<file path="src/rtl/bus_parity_pkg.sv">
// Package: shared widths and error-type indices for the bus parity unit.
// Assumes: one data error and one address error type, indexed as below.
package bus_parity_pkg;
    localparam int AD_W   = 32;
    localparam int CBE_W  = 4;
    localparam int ERR_N  = 2;
    localparam int ERR_DATA = 0;
    localparam int ERR_ADDR = 1;
endpackage

</file>
<file path="src/rtl/par_tree.sv">
// Module: par_tree
// Folds a vector into one even-parity bit with a balanced XOR tree.
// Assumes: W >= 1; purely combinational.
module par_tree #(
    parameter int W = 36
) (
    input  logic [W-1:0] vec_i,
    output logic         par_o
);
    localparam int LEVELS = (W <= 1) ? 1 : $clog2(W);
    localparam int PAD_W  = 1 << LEVELS;

    logic [PAD_W-1:0] lvl [LEVELS+1];

    // Zero-extend the input into the first tree level.
    always_comb begin
        lvl[0] = '0;
        lvl[0][W-1:0] = vec_i;
    end

    genvar l, n;
    generate
        for (l = 0; l < LEVELS; l++) begin : g_lvl
            localparam int NODES = PAD_W >> (l + 1);
            for (n = 0; n < NODES; n++) begin : g_node
                assign lvl[l+1][n] = lvl[l][2*n] ^ lvl[l][2*n+1];
            end
            if (NODES < PAD_W) begin : g_fill
                assign lvl[l+1][PAD_W-1:NODES] = '0;
            end
        end
    endgenerate

    assign par_o = lvl[LEVELS][0];
endmodule

</file>
<file path="src/rtl/par_gen.sv">
// Module: par_gen
// Registers the parity of the bus lines and the delayed parity drive enable.
// Assumes: lines are valid at each clock edge; the registered parity is also
// the expected value used by the checker.
module par_gen #(
    parameter int AD_W  = 32,
    parameter int CBE_W = 4
) (
    input  logic             clk,
    input  logic             rst_n,
    input  logic [AD_W-1:0]  ad_i,
    input  logic [CBE_W-1:0] cbe_i,
    input  logic             ad_oe_i,
    output logic             par_q_o,
    output logic             par_oe_q_o
);
    localparam int TOT_W = AD_W + CBE_W;

    logic par_now;

    par_tree #(.W(TOT_W)) u_tree (
        .vec_i ({ad_i, cbe_i}),
        .par_o (par_now)
    );

    // Pipeline parity and its enable one clock behind the bus.
    always_ff @(posedge clk) begin
        if (!rst_n) begin
            par_q_o    <= 1'b0;
            par_oe_q_o <= 1'b0;
        end else begin
            par_q_o    <= par_now;
            par_oe_q_o <= ad_oe_i;
        end
    end
endmodule

</file>
<file path="src/rtl/phase_det.sv">
// Module: phase_det
// Classifies each clock as address phase, completed data phase or neither.
// It flags the phases the local agent received, so they are checked in the next clock.
// Assumes: handshake inputs are active low; an address phase takes priority.
module phase_det (
    input  logic clk,
    input  logic rst_n,
    input  logic frame_n_i,
    input  logic irdy_n_i,
    input  logic trdy_n_i,
    input  logic ad_oe_i,
    output logic chk_addr_q_o,
    output logic chk_data_q_o
);
    logic prev_idle_q;
    logic addr_now;
    logic data_now;

    // Decode the current phase from the handshake and the previous idle state.
    always_comb begin
        addr_now = !frame_n_i && prev_idle_q;
        data_now = !irdy_n_i && !trdy_n_i && !addr_now;
    end

    // Track bus idle and register which received phases need a check.
    always_ff @(posedge clk) begin
        if (!rst_n) begin
            prev_idle_q  <= 1'b1;
            chk_addr_q_o <= 1'b0;
            chk_data_q_o <= 1'b0;
        end else begin
            prev_idle_q  <= frame_n_i && irdy_n_i;
            chk_addr_q_o <= addr_now && !ad_oe_i;
            chk_data_q_o <= data_now && !ad_oe_i;
        end
    end
endmodule

</file>
<file path="src/rtl/err_report.sv">
// Module: err_report
// Compares the parity line with the expected bit and registers the gated error
// pulses and the sticky status bits, one pair per error type.
// Assumes: the check flags and the expected parity refer to the previous clock.
module err_report
    import bus_parity_pkg::*;
(
    input  logic             clk,
    input  logic             rst_n,
    input  logic             par_i,
    input  logic             exp_par_i,
    input  logic             chk_addr_i,
    input  logic             chk_data_i,
    input  logic             perr_en_i,
    input  logic             serr_en_i,
    input  logic [ERR_N-1:0] sts_clr_i,
    output logic             perr_n_o,
    output logic             serr_n_o,
    output logic [ERR_N-1:0] sts_o
);
    logic             mism;
    logic [ERR_N-1:0] hit;
    logic [ERR_N-1:0] en;
    logic [ERR_N-1:0] pulse_q;
    logic [ERR_N-1:0] sts_q;

    // Detect a mismatch and route it to the error type of the checked phase.
    always_comb begin
        mism           = par_i ^ exp_par_i;
        hit[ERR_DATA]  = chk_data_i && mism;
        hit[ERR_ADDR]  = chk_addr_i && mism;
        en[ERR_DATA]   = perr_en_i;
        en[ERR_ADDR]   = serr_en_i;
    end

    genvar i;
    generate
        for (i = 0; i < ERR_N; i++) begin : g_err
            // Register the gated pulse and the sticky flag; set beats clear.
            always_ff @(posedge clk) begin
                if (!rst_n) begin
                    pulse_q[i] <= 1'b0;
                    sts_q[i]   <= 1'b0;
                end else begin
                    pulse_q[i] <= hit[i] && en[i];
                    sts_q[i]   <= hit[i] || (sts_q[i] && !sts_clr_i[i]);
                end
            end
        end
    endgenerate

    assign perr_n_o = !pulse_q[ERR_DATA];
    assign serr_n_o = !pulse_q[ERR_ADDR];
    assign sts_o    = sts_q;
endmodule

</file>
<file path="src/rtl/bus_parity_unit.sv">
// Module: bus_parity_unit (top)
// Even-parity generator and checker for a multiplexed address/data bus with
// command/byte-enable lines. Parity lags the bus by one clock; errors are
// reported two clocks after the faulty phase on separate data/address outputs.
// Assumes: all inputs are synchronous to clk; reset is synchronous, active low.
module bus_parity_unit
    import bus_parity_pkg::*;
(
    input  logic             clk,
    input  logic             rst_n,
    input  logic [AD_W-1:0]  ad_i,
    input  logic [CBE_W-1:0] cbe_i,
    input  logic             par_i,
    input  logic             ad_oe_i,
    input  logic             frame_n_i,
    input  logic             irdy_n_i,
    input  logic             trdy_n_i,
    input  logic             perr_en_i,
    input  logic             serr_en_i,
    input  logic [ERR_N-1:0] sts_clr_i,
    output logic             par_o,
    output logic             par_oe_o,
    output logic             perr_n_o,
    output logic             serr_n_o,
    output logic             perr_sts_o,
    output logic             serr_sts_o
);
    logic             par_q;
    logic             chk_addr_q;
    logic             chk_data_q;
    logic [ERR_N-1:0] sts;

    par_gen #(.AD_W(AD_W), .CBE_W(CBE_W)) u_gen (
        .clk        (clk),
        .rst_n      (rst_n),
        .ad_i       (ad_i),
        .cbe_i      (cbe_i),
        .ad_oe_i    (ad_oe_i),
        .par_q_o    (par_q),
        .par_oe_q_o (par_oe_o)
    );

    phase_det u_phase (
        .clk          (clk),
        .rst_n        (rst_n),
        .frame_n_i    (frame_n_i),
        .irdy_n_i     (irdy_n_i),
        .trdy_n_i     (trdy_n_i),
        .ad_oe_i      (ad_oe_i),
        .chk_addr_q_o (chk_addr_q),
        .chk_data_q_o (chk_data_q)
    );

    err_report u_err (
        .clk        (clk),
        .rst_n      (rst_n),
        .par_i      (par_i),
        .exp_par_i  (par_q),
        .chk_addr_i (chk_addr_q),
        .chk_data_i (chk_data_q),
        .perr_en_i  (perr_en_i),
        .serr_en_i  (serr_en_i),
        .sts_clr_i  (sts_clr_i),
        .perr_n_o   (perr_n_o),
        .serr_n_o   (serr_n_o),
        .sts_o      (sts)
    );

    assign par_o      = par_q;
    assign perr_sts_o = sts[ERR_DATA];
    assign serr_sts_o = sts[ERR_ADDR];
endmodule

</file>
<file path="config.mk">
export PLATFORM = sky130hd
export DESIGN_NAME = bus_parity_unit
export DESIGN_NICKNAME = d
export VERILOG_FILES = /design/src/rtl/bus_parity_pkg.sv /design/src/rtl/par_tree.sv /design/src/rtl/par_gen.sv /design/src/rtl/phase_det.sv /design/src/rtl/err_report.sv /design/src/rtl/bus_parity_unit.sv
export SDC_FILE = /design/constraint.sdc
export NUM_CORES = 1
export LEC_CHECK = 0
export BUFFER_PORTS_ARGS = -buffer_cell sky130_fd_sc_hd__clkbuf_2
export CAP_MARGIN = 20
export CORE_UTILIZATION = 35
export CTS_CLUSTER_DIAMETER = 30
export DETAILED_ROUTE_END_ITERATION = 10
export PLACE_DENSITY = 0.74
export SKIP_LAST_GASP = 1
export SYNTH_ARGS = -nofsm -noshare
export SYNTH_HDL_FRONTEND = slang
export SYNTH_SLANG_ARGS = --single-unit
export TNS_END_PERCENT = 30
</file>
<file path="constraint.sdc">
create_clock -name clk -period 2.3 [get_ports clk]
set_clock_uncertainty 0.2 [all_clocks]
set_input_delay 0.46 -clock clk [delete_from_list [all_inputs] [get_ports clk]]
set_output_delay 0.46 -clock clk [all_outputs]
set_load 0.02 [all_outputs]
</file>
# Yosys cells after proc, flatten, opt, wreduce, memory -nomap -nowiden
# Cells that the tools add are included.
# op_classes
mux	0
n_bitwise	36
magnitude_cmp	0
shifts	0
add_sub_neg	0
n_eq_ne	0
multipliers	0
reduce_logical	23
div	0
# ops
op	n
1-bit bitwise XOR	36
1-bit logical AND	12
1-bit zero test	9
1-bit logical OR	2
# word_totals
regBits	9
input_bits	47
wordCells	68
rom_bits	0
latch_bits	0
output_inout_bits	6
ram_bits	0
n_memories	0

# Logic depth before layout (Yosys ltp)
# Gate-level depths: netlist (run 1).
# logic_depth
ltp_word	6
mapped_depth	5
mapped_depth_nobuf	5

# Modules after synthesis
# Synthesis (run 1) repeated with hierarchy kept, for this count alone.
# hier_totals
hier_cells	63
hier_area_um2	615.6
# by_module_without_submodules
mod	instances	area_per_inst_um2	cells_each	seq_area_each_um2
par_tree	1	311.5	34	0.0
err_report	1	155.1	16	80.1
phase_det	1	96.3	9	60.1
par_gen	1	52.6	4	40.0

# Worst setup path before layout (run 1)
# OpenSTA, ideal clock, no wires.
# synth_path
kind	input to register
start	input port ad_i[24]
end	register u_gen.par_q_o
path_slack_ps	497
stages	5
required_ps	2028
t_arrival_ps	1531
path_buffers	0
setup_time_ps	72
path_cell_list	xor2_1 > xnor2_1 > xnor3_1 > or2_2 > mux2i_1
# synth_between
elab_chain_len	6
# synth_lines
item	line_no	source
start, declared	bus_parity_unit.sv:11	input logic [AD_W-1:0] ad_i,
1-bit bitwise XOR (6 in series)	par_tree.sv:26	assign lvl[l+1][n] = lvl[l][2*n] ^ lvl[l][2*n+1];
end signal, assigned	par_gen.sv:32	par_q_o <= par_now;
end, declared	par_gen.sv:14	output logic par_q_o,
# Every way passes these cells.
# A chain may end at the register's enable or synchronous reset.

# Final worst setup path (run 1)
# layout_path
start	input port ad_i[15]
end	register u_gen.par_q_o
# Same word-level chain as after synthesis.

==> results of run 1 <==
## state kept, by name, summed over array words and instances (netlist names)
register	flops
u_err.sts_o	2
u_phase.chk_data_q_o	1
u_gen.par_oe_q_o	1
u_phase.prev_idle_q	1
u_err.pulse_q	2
u_gen.par_q_o	1
u_phase.chk_addr_q_o	1
## worst min-delay path by stage
stage	to	slack (ns)	cells past startpoint
3_5_place_dp	u_err.pulse_q[1]	0.23	2
4_1_cts	u_phase.chk_data_q_o	0.17	2
5_1_grt	u_phase.chk_data_q_o	0.17	2
6_report	u_phase.chk_data_q_o	0.17	2
2_1_floorplan	u_err.pulse_q[0]	0.21	2
3_3_place_gp	u_err.pulse_q[1]	0.22	2
## Yosys cell counts
cell type	count
inv_1	3
nand2b_1	1
xnor2_2	1
mux2i_1	1
nor4_1	1
xor2_1	5
dfxtp_1	9
a21oi_1	2
nor2_1	4
and2_1	1
xnor3_1	2
nand2_1	6
xnor2_1	25
or2_2	1
nor2b_1	4
## area by class of cell
| cell class | count | area (sq um) | area share |
|---|---|---|---|
| Inverter | 3 | 11.3 | 0.0121 |
| Sequential cell | 9 | 180 | 0.194 |
| Clock buffer | 4 | 26.3 | 0.0283 |
| Multi-Input combinational cell | 54 | 432 | 0.464 |
| Tap cell | 16 | 20.0 | 0.0215 |
| Timing Repair Buffer | 52 | 260 | 0.280 |
## power by group
group / internal (uW) / switching (uW) / leakage [uW] / total (uW)
sequential: 169 / 6.17 / 0.0000736 / 175
clock: 66.5 / 49.9 / 0.0000150 / 116
combinational: 161 / 102 / 0.000376 / 264
total: 396 / 158 / 0.000465 / 555
## metrics by stage
| step | util | power, uW |
|---|---|---|
| 6_report | 0.590 | 555 |
| 5_1_grt | 0.590 | 593 |
| 4_1_cts | 0.590 | 562 |
| 3_5_place_dp | 0.573 | 444 |
| 3_3_place_gp | 0.573 | 440 |
| 2_1_floorplan | - | 373 |
## cells by family after synthesis
family,Yosys count
xor gates and xnor gates,33
buffers and inverters,3
and+or+nand+nor,18
muxes,1
DFF,9
AOI/OAI and AO/OA,2
## per-layer routing
layer | routed length (um) | vias to the layer above
li1 | - | 315
met1 | 485 | 221
met2 | 511 | 45
met3 | 176 | 0
met4 | 0 | 0
met5 | 0 | -
==> run metrics, run 1 <==
status=finished with violations; failing checks=DRC; DP Area=903 sq um; I/O Buffers=52; post-route ant nets=0; final cell count without fillers=138; cell area after layout=930 sq um; gpl congestion=0.661; Setup crit end=u_gen.par_q_o; CP Launch Point=ad_i[15]; Synth Area in Compound Gates=0.0161; period utilization=0.736; Power Density=597 nW/um^2; Die X=44.2 um; CP Launch Type=primary input; cell count after synthesis=66; hold path start=trdy_n_i; WL final=1170 um; FF-to-FF Start=u_gen.par_q_o; WP depth=6; grt met2 use=0.238; grt peak-use layer=met2; post-synthesis sequential area ratio=0.289; placed wire-length estimate=1040 um; Antenna Cells=0; CP most frequent cell=xnor2_1; number of post-CTS setup repair buffers=0; Num CTS Buffers=3; Worst-Margin Slew=0.259 ns; Hold-fix buffers, CTS=0; met1 GRT Util=0.139; H-tree depth=1; Die ar.=1950 sq um; first-pass GRT wire length=1920 um; initial drt markers=10; f_max=591 MHz; TritonCTS clock tree=done; leakage power=0.000465 uW; area delta synth->final=49.2%; simple-gate share of the synthesized area=0.141; Pre-antenna DRT Iters=7; CTS Buffer Depth=2; vias per inst=4.21; Placeable Area=1580 sq um; synthesized area=623 sq um; GRT Resource Usage Total=0.129; setup ws final=0.608 ns; synthesized area per cell=9.44 sq um; Synth area leaders=xnor2_1, dfxtp_1, xnor3_1; Critical Path RT=2.28 ns; Via Count=581; max-slew violations=0; commonest non-fill, non-tap cells in the layout=clkbuf_2, xnor2_1, dfxtp_1; most common cell after layout, fill and taps aside=clkbuf_2; Crit Path Max Fanout=2; post-synth cell types=15; DR WL/cell=8.50 um; clk slew on worst S/H paths=0.06 ns; Final nets=170; Worst Path Arrival=1.67 ns; I/O pin total=53; ratio of cells with drive above 1 in the final layout=0.467; critical path class=in -> reg; worst slack at placement=0.337 ns; Starting Density=0.395; Worst R2R Setup Slack=1.21 ns; Synth Area in Adders=0; min Tclk post-route=1.69 ns; PostCTS Resize Cnt=0; initial antenna violation count=0; grt ovf=0; clk_lat worst skew=0.25 ns; Final setup viols=0; post-synth top area share=0.351; largest family of logic cells by synthesized area=XOR/XNOR gates; fill count=144; crit-path cells=clkbuf_2, xnor2_1, xnor2_1, xnor3_1, or2_2, mux2i_1; Hold Fails Final Rpt=0; Peak VDD IR=395 uV; Row Count=14; cells on worst reg2reg path=3; cell taking the most area after synthesis=xnor2_1; reg-to-reg endpoint=u_err.pulse_q[0]; RSZ-0062 raised after global routing=false; root buffer cell=clkbuf_4; largest net degree at the start of global routing=7; critical path's largest stage delay=0.42 ns; Net Count, Synth=113; Slowest-stage cell, CP=xnor3_1; Rel. slew slack=0.827; Worst Path Buf+Inv=1; number of global-route vias before repair=551; cell family with most CP delay=XOR/XNOR gates; drt drc=7; Hold Path Class=in -> reg; Synth Area in XOR/XNOR=0.520; register bit total from synthesis=9; post-route setup TNS=0 ns; # placed instances=134; M3 GR Usage=0.0449; crit end category=flop; Max Cap Violations=0; post-synthesis mux area share=0.0161; Synth Warn #=0; # clock sinks=9; worst hold margin=0.171 ns; chip height=44.2 um
Power figures use the tool's default switching activity.
==> inputs of run 2 (changes only) <==
ABC_AREA = 1   (was not set)
PLACE_DENSITY = not set   (was 0.74)
clock period = 1.45 ns   (was 2.3 ns; I/O delays follow)
==> run 2 against run 1 <==
- the run now ends clean
- sequential share of layout area shrank 7.7 points
- power rose by 57%
- highest routed layer unchanged
- combinational power grew 55%
- critical path type unchanged
- largest cell class unchanged
==> run metrics, run 2 <==
status=finished, final reports clean; post-synth top area share=0.560 (+0.208); grt ovf=0 (unchanged); CP Launch Type=primary input; reg-to-reg endpoint=u_err.sts_o[1]; worst slack at placement=-0.110 ns (-0.447 ns); Worst R2R Setup Slack=0.41 ns (-0.80 ns); GRT Resource Usage Total=0.140 (+0.0102); Power Density=561 nW/um^2 (-6.0%); drt drc=0 (-7); chip height=60.2 um (+36%); area delta synth->final=30.5%; Worst-Margin Slew=0.317 ns (+0.0583 ns); clk_lat worst skew=0.26 ns (about the same); most common cell after layout, fill and taps aside=nand2_1; Num CTS Buffers=3 (unchanged); Worst Hold End=u_gen.par_oe_q_o; post-route setup TNS=0 ns (unchanged); root buffer cell=clkbuf_4; simple-gate share of the synthesized area=0.653 (+0.513); Pre-antenna DRT Iters=4 (-3); Net Count, Synth=307 (+170%); Layout Utilization=0.495 (-0.0945); cells on worst reg2reg path=4 (+1); synthesized area per cell=4.57 sq um (-52%); Die ar.=3630 sq um (+86%); ratio of cells with drive above 1 in the final layout=0.233 (-0.235); vias per inst=4.04 (-4.0%); largest family of logic cells by synthesized area=simple AND/OR/NAND/NOR gates; most frequent cells after synthesis=nand2_1, inv_1, dfxtp_1; Hold Path Class=in -> reg; min Tclk post-route=1.29 ns; FF-to-FF Start=u_gen.par_q_o; gpl congestion=0.758 (+15%); Final nets=366 (+120%); Crit Path Max Fanout=1 (-1); Via Count=1,463 (+150%); post-synthesis sequential area ratio=0.152 (-0.137); Final setup viols=0 (unchanged); initial drt markers=45 (+35); Peak VDD IR=223 uV (-44%); Row Count=20 (+6); I/O pin total=53 (unchanged); max-slew violations=0 (unchanged); Starting Density=0.380 (-0.0156); placed wire-length estimate=2030 um (+95%); # clock sinks=9 (unchanged); RSZ-0062 raised after global routing=false; Worst Path Arrival=1.23 ns (-0.44 ns); Critical Path RT=1.39 ns (-0.89 ns); critical path class=in -> reg; Hold Fails Final Rpt=0 (unchanged); H-tree depth=1 (unchanged); leakage power=0.00110 uW (+140%); post-route ant nets=0 (unchanged); setup ws final=0.158 ns (-0.450 ns); number of post-CTS setup repair buffers=0 (unchanged); f_max=774 MHz; DR WL/cell=6.35 um (-25%); Max Cap Violations=0 (unchanged); fill count=355 (+150%); Die X=60.2 um (+36%); cell taking the most area after synthesis=nand2_1; ys async rst share=0 (unchanged); Antenna Cells=0 (unchanged); Rel. slew slack=0.783 (-0.0438); initial antenna violation count=0 (unchanged); register bit total from synthesis=9 (unchanged); Synth Area in Adders=0 (unchanged); Synth Area in XOR/XNOR=0.0295 (-0.491); TritonCTS clock tree=done; Synth Warn #=0 (unchanged); I/O Buffers=52 (unchanged); post-synthesis mux area share=0 (-0.0161); period utilization=0.891; Design Power=869 uW (+57%); WL final=2300 um (+96%); clk slew on worst S/H paths=0.06 ns (about the same); hold depth=3 (+1); commonest non-fill, non-tap cells in the layout=nand2_1, clkbuf_2, inv_1; post-synth cell types=14 (-1); Synth Area in Compound Gates=0.0200 (+0.00396); largest net degree at the start of global routing=7 (unchanged); hold path start=ad_oe_i; EDFF count, synth=0 (unchanged); number of global-route vias before repair=1,157 (+110%); Placeable Area=3130 sq um (+98%); CTS Buffer Depth=2 (unchanged); cell count after synthesis=260 (+290%); Primary FF master, synth=dfxtp_1; first-pass GRT wire length=4060 um (+110%); cell with the most instances after synthesis=nand2_1; Synth area leaders=nand2_1, dfxtp_1, inv_1; synthesized area=1190 sq um (+91%); crit end category=flop
run 2: changes by cell type after synthesis, moves of 5 or more:
cell / change
nand2_1: +171
inv_1: +38
xnor2_1: -21
nand2_2: +8
inv_2: +5
xor2_1: -5
run 2: stage by stage:
stage | area (sq um) | hold WS (ns) | std cells
3_5_place_dp | 1510 | 0.231 | 357
3_3_place_gp | 1510 | 0.234 | 357
5_1_grt | 1550 | 0.00571 | 362
6_report | 1550 | 0.0206 | 362
2_1_floorplan | 1190 | 0.159 | 260
4_1_cts | 1550 | 0.0116 | 362
run 2: kinds of logic after synthesis:
logic type / after synthesis
compound gates: 4
flops: 9
xor+xnor: 4
simple gates: 197
buf+inv: 46
run 2: timing repair:
action | CTS | global route
setup endpoints to repair | 0 | 1
endpoints found under the hold margin | 1 | 0
hold buffers | 1 | 0
resized for setup | 0 | 2
run 2: power breakdown:
part	internal (uW)	total (uW)	switching, uW
logic	170	410	240
clock network	106	193	87.0
registers	259	266	6.36
run 2: layer usage:
layer,global-route usage,part of all wire
met5,0,0
met4,0.0399,0
met3,0.0260,0.053
met2,0.251,0.44
met1,0.166,0.50
run 2: worst max path at each step:
stage | startpoint | cells past startpoint | to | slack, ns
6_report | trdy_n_i | 3 | u_phase.chk_data_q_o | 0.16
5_1_grt | ad_i[25] | 14 | u_gen.par_q_o | 0.008
4_1_cts | trdy_n_i | 3 | u_phase.chk_data_q_o | 0.14
3_5_place_dp | ad_i[26] | 13 | u_gen.par_q_o | -0.11
3_3_place_gp | ad_i[24] | 13 | u_gen.par_q_o | -0.12
2_1_floorplan | ad_i[4] | 12 | u_gen.par_q_o | 0.09
run 2: critical path, stage by stage:
cell,delay (ns)
dlygate4sd3_1,0.53
clkbuf_2,0.10
a2111oi_0,0.31
run 2: area by class of cell:
class / count / area, sq um / share of cell area
Tap cell: 44 / 55.1 / 0.0355
Multi-Input combinational cell: 205 / 837 / 0.540
Clock buffer: 4 / 26.3 / 0.0170
Sequential cell: 9 / 180 / 0.116
Timing Repair Buffer: 54 / 278 / 0.179
Inverter: 46 / 173 / 0.111
==> inputs of run 3 (changes only) <==
CORE_ASPECT_RATIO = 1.1   (was not set)
==> run 3 against run 2 <==
- the flow now finishes with violations (DRC)
- sequential power about the same
- combinational power hardly changed
- worst hold slack better by 0.00086 ns
- utilization decreased by 0.30 points
- clock power down 3%
- critical path depth stayed put
- critical path type unchanged
==> run metrics, run 3 (synthesis gave the netlist of run 2 again) <==
status=finished with violations; failing checks=DRC; Critical Path RT=1.39 ns (about the same); Antenna Cells=0 (unchanged); reg-to-reg endpoint=u_err.sts_o[1]; placed wire-length estimate=2080 um (+2.1%); I/O pin total=53 (unchanged); cell area after layout=1540 sq um (-0.65%); vias per inst=4.26 (+5.4%); post-route setup TNS=0 ns (unchanged); grt ovf=0 (unchanged); critical path's largest stage delay=0.54 ns (about the same); # clock sinks=9 (unchanged); min Tclk post-route=1.32 ns (+0.0302 ns); met2 wire length=1080 um (+5.3%); Rel. slew slack=0.769 (-0.0140); leakage power=0.00111 uW (+0.33%); Slowest-stage cell, CP=dlygate4sd3_1; Die ar.=3630 sq um (about the same); period utilization=0.912 (+0.0208); Pre-antenna DRT Iters=7 (+3); WP depth=3 (unchanged); ratio of cells with drive above 1 in the final layout=0.233 (unchanged); Max Cap Violations=0 (unchanged); Setup crit end=u_phase.chk_data_q_o; TritonCTS clock tree=done; DR WL/cell=6.44 um (+1.5%); Worst R2R Setup Slack=0.43 ns (+0.02 ns); cells on worst reg2reg path=4 (unchanged); post-route ant nets=0 (unchanged); Worst Path Arrival=1.26 ns (+0.03 ns); clk slew on worst S/H paths=0.06 ns (about the same); RSZ-0062 raised after global routing=false; Worst Path Buf+Inv=2 (unchanged); final cell count without fillers=352 (-2.8%); Final nets=366 (unchanged); chip height=63.1 um (+4.7%); crit-path cells=dlygate4sd3_1, clkbuf_2, a2111oi_0; GRT Resource Usage Total=0.125 (-0.0148); DP Area=1500 sq um (-0.83%); DR top layer=met4; H-tree depth=1 (unchanged); WL final=2270 um (-1.3%); Die X=57.5 um (-4.5%); area delta synth->final=29.6%; number of global-route vias before repair=1,181 (+2.1%); f_max=756 MHz (-2.3%); max-slew violations=0 (unchanged); Row Count=21 (+5.0%); Hold Fails Final Rpt=0 (unchanged); Design Power=864 uW (-0.62%); crit end category=flop; CP Launch Type=primary input; Starting Density=0.380 (about the same); CP Launch Point=trdy_n_i; root buffer cell=clkbuf_4; critical path class=in -> reg; most common cell after layout, fill and taps aside=nand2_1; Placeable Area=3130 sq um (about the same); gpl congestion=0.790 (+4.2%); Layout Utilization=0.492 (-0.00300); largest net degree at the start of global routing=7 (unchanged); Final setup viols=0 (unchanged); drt drc=4 (+4); commonest non-fill, non-tap cells in the layout=nand2_1, clkbuf_2, inv_1; Power Density=561 nW/um^2 (about the same); initial drt markers=25 (-44%); Worst-Margin Slew=0.338 ns (+0.0204 ns); initial antenna violation count=0 (unchanged); # placed instances=347 (-2.8%); CTS Buffer Depth=2 (unchanged); cell family with most CP delay=buffers and inverters; Via Count=1,499 (+2.5%); FF-to-FF Start=u_gen.par_q_o; first-pass GRT wire length=3830 um (-5.6%); I/O Buffers=52 (unchanged); Hold Path Class=in -> reg; Crit Path Max Fanout=1 (unchanged); Peak VDD IR=193 uV (-13%); met3 WL=91 um (-25%); Num CTS Buffers=3 (unchanged); clk_lat worst skew=0.26 ns (about the same); wl on met1=1080 um (-6.6%)
run 3: report_power, final:
part           internal [uW]  switching [uW]
combinational            170             242
clock                    101            85.1
sequential               259            5.72
run 3: repair_timing:
item / 4_1_cts / 5_1_grt
hold buffers: 1 / 0
endpoints found under the setup margin: 0 / 1
setup buffers: 0 / 0
gates resized for setup: 0 / 1
endpoints found under the hold margin: 1 / 0
run 3: how the worst min path moves through the flow:
stage | startpoint | endpoint | cells after the start
global placement | u_phase.prev_idle_q | u_phase.chk_addr_q_o | 2
finish | ad_oe_i | u_gen.par_oe_q_o | 3
detailed placement | u_phase.prev_idle_q | u_phase.chk_addr_q_o | 2
global route | irdy_n_i | u_phase.chk_data_q_o | 2
floorplan | rst_n | u_phase.prev_idle_q | 1
CTS | irdy_n_i | u_phase.chk_data_q_o | 2
run 3: layout make-up:
class	count	area, sq um
Inverter	46	173
Timing Repair Buffer	54	278
Tap cell	34	42.5
Multi-Input combinational cell	205	838
Clock buffer	3	22.5
Clock inverter	1	5.00
Sequential cell	9	180
Fill cell	373	1590
run 3: worst reg2reg max path, cell delays in order (launching register included):
cell and delay, ns:
dfxtp_1 0.32, xnor2_1 0.15, inv_1 0.07, nand3_1 0.08, o21ai_0 0.08
run 3: per-stage QoR:
| stage | hold slack [ns] | setup slack [ns] |
|---|---|---|
| 2_1_floorplan | 0.159 | 0.0912 |
| 3_3_place_gp | 0.234 | -0.121 |
| 3_5_place_dp | 0.240 | -0.109 |
| 4_1_cts | 0.0130 | 0.115 |
| 5_1_grt | 0.0126 | 0.00241 |
| 6_report | 0.0214 | 0.127 |
run 3: routing by layer:
metal / vias to the layer above / track usage
met5: - / 0
met4: 0 / 0.0366
met3: 2 / 0.0205
met2: 30 / 0.244
met1: 600 / 0.132
li1: 867 / -
